`src/rtl/sertx_pkg.sv`:
```
package sertx_pkg;

    localparam int CHAR_MAX = 8;

    typedef enum logic [2:0] {
        PH_IDLE,
        PH_START,
        PH_DATA,
        PH_PAR,
        PH_STOP
    } phase_t;

    typedef enum logic [1:0] {
        PAR_NONE = 2'b00,
        PAR_EVEN = 2'b01,
        PAR_ODD  = 2'b10,
        PAR_OFF  = 2'b11
    } par_mode_t;

    // settings frozen at acceptance
    typedef struct packed {
        logic [3:0] nbits;
        logic       par_en;
        logic       par_bit;
        logic [1:0] stop_sel;
    } frame_cfg_t;

    function automatic logic [3:0] len_of(input logic [1:0] sel);
        return 4'd5 + {2'b00, sel};
    endfunction

    function automatic logic parity_of(input logic [CHAR_MAX-1:0] d,
                                       input logic [3:0] n,
                                       input logic odd);
        logic p;
        p = odd;
        for (int i = 0; i < CHAR_MAX; i++) begin
            if (i < int'(n)) p = p ^ d[i];
        end
        return p;
    endfunction

endpackage

```
`src/rtl/sertx_bitclk.sv`:
```
module sertx_bitclk #(
    parameter int CNT_W = 6
) (
    input  logic             clk,
    input  logic             rst,
    input  logic             clr,
    input  logic             tick,
    input  logic [CNT_W-1:0] limit,
    output logic             wrap
);
    logic [CNT_W-1:0] cnt;

    assign wrap = tick && (cnt == limit - CNT_W'(1));

    always_ff @(posedge clk) begin
        if (rst || clr) begin
            cnt <= '0;
        end else if (tick) begin
            cnt <= wrap ? '0 : cnt + CNT_W'(1);
        end
    end
endmodule

```
`src/rtl/sertx_shreg.sv`:
```
module sertx_shreg #(
    parameter int W = 8
) (
    input  logic         clk,
    input  logic         rst,
    input  logic         load,
    input  logic         shift,
    input  logic [W-1:0] din,
    output logic         lsb
);
    logic [W-1:0] sr;

    always_ff @(posedge clk) begin
        if (rst) begin
            sr <= '1;
        end else if (load) begin
            sr <= din;
        end else if (shift) begin
            sr <= {1'b1, sr[W-1:1]};
        end
    end

    assign lsb = sr[0];
endmodule

```
`src/rtl/sertx_ctrl.sv`:
```
module sertx_ctrl
    import sertx_pkg::*;
#(
    parameter int OSR   = 16,
    parameter int CNT_W = 6
) (
    input  logic                clk,
    input  logic                rst,
    input  logic                in_valid,
    input  logic [CHAR_MAX-1:0] in_data,
    input  logic [1:0]          cfg_len,
    input  logic [1:0]          cfg_par,
    input  logic [1:0]          cfg_stop,
    input  logic                wrap,
    input  logic                lsb,
    output logic                in_ready,
    output logic                accept,
    output logic                shift,
    output logic                busy,
    output logic [CNT_W-1:0]    limit,
    output logic                txd
);
    localparam logic [CNT_W-1:0] LIM_ONE  = CNT_W'(OSR);
    localparam logic [CNT_W-1:0] LIM_HALF = CNT_W'(OSR + OSR / 2);
    localparam logic [CNT_W-1:0] LIM_TWO  = CNT_W'(2 * OSR);

    phase_t     ph;
    logic [2:0] idx;
    frame_cfg_t fc;
    frame_cfg_t fc_new;
    par_mode_t  pm;

    assign pm       = par_mode_t'(cfg_par);
    assign in_ready = (ph == PH_IDLE);
    assign busy     = (ph != PH_IDLE);
    assign accept   = in_valid && in_ready;
    assign shift    = wrap && (ph == PH_DATA);

    always_comb begin
        fc_new.nbits    = len_of(cfg_len);
        fc_new.par_en   = (pm == PAR_EVEN) || (pm == PAR_ODD);
        fc_new.par_bit  = parity_of(in_data, fc_new.nbits, pm == PAR_ODD);
        fc_new.stop_sel = cfg_stop;
    end

    always_comb begin
        if (ph == PH_STOP) begin
            case (fc.stop_sel)
                2'b00:   limit = LIM_ONE;
                2'b01:   limit = LIM_HALF;
                default: limit = LIM_TWO;
            endcase
        end else begin
            limit = LIM_ONE;
        end
    end

    always_comb begin
        case (ph)
            PH_START: txd = 1'b0;
            PH_DATA:  txd = lsb;
            PH_PAR:   txd = fc.par_bit;
            default:  txd = 1'b1;
        endcase
    end

    always_ff @(posedge clk) begin
        if (rst) begin
            ph  <= PH_IDLE;
            idx <= '0;
            fc  <= '0;
        end else if (accept) begin
            ph  <= PH_START;
            idx <= '0;
            fc  <= fc_new;
        end else if (wrap) begin
            case (ph)
                PH_START: begin
                    ph  <= PH_DATA;
                    idx <= '0;
                end
                PH_DATA: begin
                    if ({1'b0, idx} == fc.nbits - 4'd1) begin
                        ph <= fc.par_en ? PH_PAR : PH_STOP;
                    end else begin
                        idx <= idx + 3'd1;
                    end
                end
                PH_PAR:  ph <= PH_STOP;
                default: ph <= PH_IDLE;
            endcase
        end
    end
endmodule

```
`src/rtl/sertx_top.sv`:
```
module sertx_top
    import sertx_pkg::*;
#(
    parameter int OSR = 16
) (
    input  logic                clk,
    input  logic                rst,
    input  logic                tick,
    input  logic                in_valid,
    output logic                in_ready,
    input  logic [CHAR_MAX-1:0] in_data,
    input  logic [1:0]          cfg_len,
    input  logic [1:0]          cfg_par,
    input  logic [1:0]          cfg_stop,
    output logic                txd
);
    localparam int CNT_W = $clog2(2 * OSR + 1);

    logic             accept;
    logic             shift;
    logic             busy;
    logic             wrap;
    logic             lsb;
    logic [CNT_W-1:0] limit;
    logic             tick_act;

    assign tick_act = tick && busy;

    sertx_bitclk #(.CNT_W(CNT_W)) u_bitclk (
        .clk   (clk),
        .rst   (rst),
        .clr   (accept),
        .tick  (tick_act),
        .limit (limit),
        .wrap  (wrap)
    );

    sertx_shreg #(.W(CHAR_MAX)) u_shreg (
        .clk   (clk),
        .rst   (rst),
        .load  (accept),
        .shift (shift),
        .din   (in_data),
        .lsb   (lsb)
    );

    sertx_ctrl #(.OSR(OSR), .CNT_W(CNT_W)) u_ctrl (
        .clk      (clk),
        .rst      (rst),
        .in_valid (in_valid),
        .in_data  (in_data),
        .cfg_len  (cfg_len),
        .cfg_par  (cfg_par),
        .cfg_stop (cfg_stop),
        .wrap     (wrap),
        .lsb      (lsb),
        .in_ready (in_ready),
        .accept   (accept),
        .shift    (shift),
        .busy     (busy),
        .limit    (limit),
        .txd      (txd)
    );
endmodule

```
`config.mk`:
```
export PLATFORM = sky130hd
export DESIGN_NAME = sertx_top
export DESIGN_NICKNAME = d
export VERILOG_FILES = /design/src/rtl/sertx_pkg.sv /design/src/rtl/sertx_bitclk.sv /design/src/rtl/sertx_shreg.sv /design/src/rtl/sertx_ctrl.sv /design/src/rtl/sertx_top.sv
export SDC_FILE = /design/constraint.sdc
export NUM_CORES = 1
export LEC_CHECK = 0
export CAP_MARGIN = 5
export CORE_MARGIN = 3
export CORE_UTILIZATION = 35
export DETAILED_ROUTE_END_ITERATION = 10
export PLACE_DENSITY = 0.65
export SETUP_SLACK_MARGIN = 0.2
export SKIP_CTS_REPAIR_TIMING = 1
export SYNTH_ARGS = -nofsm -noshare
export SYNTH_HDL_FRONTEND = slang
export SYNTH_SLANG_ARGS = --single-unit
```
`constraint.sdc`:
```
create_clock -name clk -period 7.49 [get_ports clk]
set_clock_uncertainty 0.2 [all_clocks]
set_input_delay 2.247 -clock clk [delete_from_list [all_inputs] [get_ports clk]]
set_output_delay 2.247 -clock clk [all_outputs]
set_load 0.05 [all_outputs]
```
==> parameters.txt <==
Parameter                              Value

Drt
  Wire length reported by the detailed router    3.19 mm
  Total number of vias    1339
  Average wire length per cell after detail routing    12.0 um
  Total iterations of the first detailed-routing run    4
  DRT iter0 DRCs    102
  Vias/cell    5.05
  Routed Antenna Nets    0
  # DRC    0

Setup path
  Type of the worst setup path    reg2out
  Cell-by-cell listing of the critical path    nor3_1 -> clkdlybuf4s50_1
  Largest stage delay on the critical path    890 ps
  Crit path depth    2
  Setup crit start kind    register
  Data required time at the worst endpoint    5040 ps
  Critical Path Fanout Max    11
  Cell with the biggest individual delay on the critical path    clkdlybuf4s50_1
  Reg2Reg Launch Point    u_ctrl.ph[2]$_SDFFE_PP0P_
  Worst path buffer plus inverter count    1
  Arrival time worst endpoint    2040 ps
  Timing startpoint of the critical path    u_ctrl.ph[0]$_SDFFE_PP0P_
  R2R cell count    8
  Endpoint type of the worst setup path    output port
  Category of cells accounting for the largest share of critical-path delay    buffers and inverters

Clock network
  Insertion delay of the later-clocked pin in the worst-skew pair    280 ps
  Clock sink count    28
  CTS clock-pin slew for the worst setup and hold paths    90 ps
  TritonCTS buffer count    3
  CTS H-tree depth    1
  Clock Path Buffers    2
  TritonCTS clock tree    built
  Clock root buffer master    clkbuf_8

Layout
  Leading cell type in the layout, fill and taps excluded    dfxtp_1
  Area added between synthesis and finish    16.8%
  Post-layout utilization of the core    43.4%
  Filler Cells Inserted    452
  Count of antenna diodes in the layout    0
  Share of post-route cells with drive strength above 1    4.23%
  Most frequent cells in the layout    dfxtp_1, nor2_1, nand2_1, clkdlybuf4s50_1, a21oi_1
  Final Net Count    240

Timing
  Portion of the clock cycle consumed by the worst path in the final layout    59.9%
  Min cycle time layout    4480 ps
  Maximum operating frequency    223 MHz
  Tightest Pin Transition    963 ps
  Max Transition Viols Final    0
  Worst slew margin relative to its limit    35.6%
  Final setup viols    0
  Unrepaired setup endpoints after global routing    false
  Hold violation count in the final report    0
  Final TNS setup    0 ps

Die
  Core Footprint    4470 um2
  Height of the die    74.9 um
  Number of top-level pins    20
  Row count    24
  Chip Width    74.9 um
  Effective utilization at floorplan    37.2%
  Area enclosed by the die boundary    5610 um2

Worst hold path
  HP Start    u_ctrl.fc[0]$_SDFFE_PP0P_
  Worst Hold Path Cells    2
  Worst min-delay path class    reg2reg

Flow run
  Number of max-cap violations    0

Global route
  GR Util All Layers    12.9%
  Pin count of the biggest net entering global routing    28
  Via count of the first global-routing pass    1312
  Wire length of the first global-routing pass    5.68 mm
  Aggregate global routing overflow    0
  Antenna violations before repair    0

Placed design
  Final RePlAce weighted congestion    0.744
  Detailed placer's ending HPWL    2.39 mm
  PortBufs    19

Synth
  Leading area contributor after synthesis    dfxtp_1
  Synth area leaders    dfxtp_1, ha_1, xnor2_1, nor2_1, mux2i_1
  Ys Warns    0
  Post-synthesis register bit count    28
  Sequential share of the synthesized area    33.7%
  Area share of the largest cell type after synthesis    33.7%
  Count of mapped cells out of synthesis    200
  Mean instance size in the synthesized netlist    8.31 um2
  Post-Syn Nets    226
  Count of different cell masters after synthesis    34
  Netlist area before placement    1660 um2

Power and ir drop
  Pwr per Cell Area    177 nW/um2
  Reported leakage power    0.745 nW
  Maximum resistive drop on vdd    0.0960 mV

Outcome
  Outcome    finished clean
## logic make-up after synthesis
family	Yosys count	share of synthesized area, %
AO/OA/AOI/OAI	42	16.8
flip-flops	28	33.7
AND/OR/NAND/NOR	76	23.8
buffers and inverters	19	4.89
multiplexers	8	4.82
XOR/XNOR	19	10.0
adder cells (fa/ha/maj)	8	6.02
## synth_stat cells (all sizes together)
cell	n
ha	8
nand3	5
or3b	1
mux2i	8
xor2	8
a211oi	8
nor3	3
a21oi	16
or4	2
nor4	1
nand3b	2
nand2	19
xnor2	11
o21a	2
dfxtp	28
o31ai	5
nor3b	1
o211a	1
o21ai	7
inv	9
and2	8
nand2b	3
nor2	24
a311o	1
buf	4
o211ai	2
clkbuf	6
nand4	3
or3	2
nor2b	2
## final timing paths
path / endpoint / slack, ps
hold reg to reg: u_ctrl.fc[0]$_SDFFE_PP0P_ / 270
hold / removal: u_ctrl.fc[0]$_SDFFE_PP0P_ / 270
setup / recovery: in_ready / 3010
setup reg to reg: u_ctrl.idx[0]$_SDFFE_PP0P_ / 4660
## power breakdown
part / leakage, nW / internal [W] / switching [W]
Sequential: 0.229 / 0.000156 / 0.00000562
Combinational: 0.480 / 0.0000297 / 0.0000317
Clock: 0.0357 / 0.0000716 / 0.0000483
## worst min-delay path, cell delays in order (launching register included)
cell and delay [ps]:
dfxtp_1 320, nand2_1 50, a21oi_1 60
## flip-flops by register name, summed over array words and instances, names as in the netlist
register / flops
u_bitclk.cnt: 6
u_ctrl.fc: 8
u_ctrl.idx: 3
u_ctrl.ph: 3
u_shreg.sr: 8
## final cells by class
class                   instances  area [um2]  area share, %
well taps                      52        65.1           3.35
clock inverters                 1        30.0           1.55
inverters                       9        33.8           1.74
multi-input cells             153        1020           52.6
flip-flops and latches         28         561           28.9
clock buffers                   3        41.3           2.13
repair buffers                 19         190           9.79
## metal layers
| layer | up-vias | track usage [%] | wire length, um | share of wire, % |
|---|---|---|---|---|
| met5 | - | 0 | 0 | 0 |
| met4 | 0 | 2.37 | 23 | 0.72 |
| met3 | 5 | 3.20 | 112 | 3.5 |
| met2 | 18 | 22.3 | 1480 | 46 |
| met1 | 602 | 16.5 | 1570 | 49 |
| li1 | 714 | - | - | - |
## stage by stage
step / total power (W) / hold WS, ps / std cells / area [um2] / setup WS, ps
after floorplan: 0.000208 / 237 / 200 / 1660 / 3370
after global placement: 0.000227 / 254 / 261 / 1870 / 3140
after detailed placement: 0.000228 / 257 / 261 / 1870 / 3090
after CTS: 0.000348 / 271 / 265 / 1940 / 2970
after global routing: 0.000360 / 312 / 265 / 1940 / 2900
final: 0.000343 / 270 / 265 / 1940 / 3010
(Power assumes the default switching activity.)
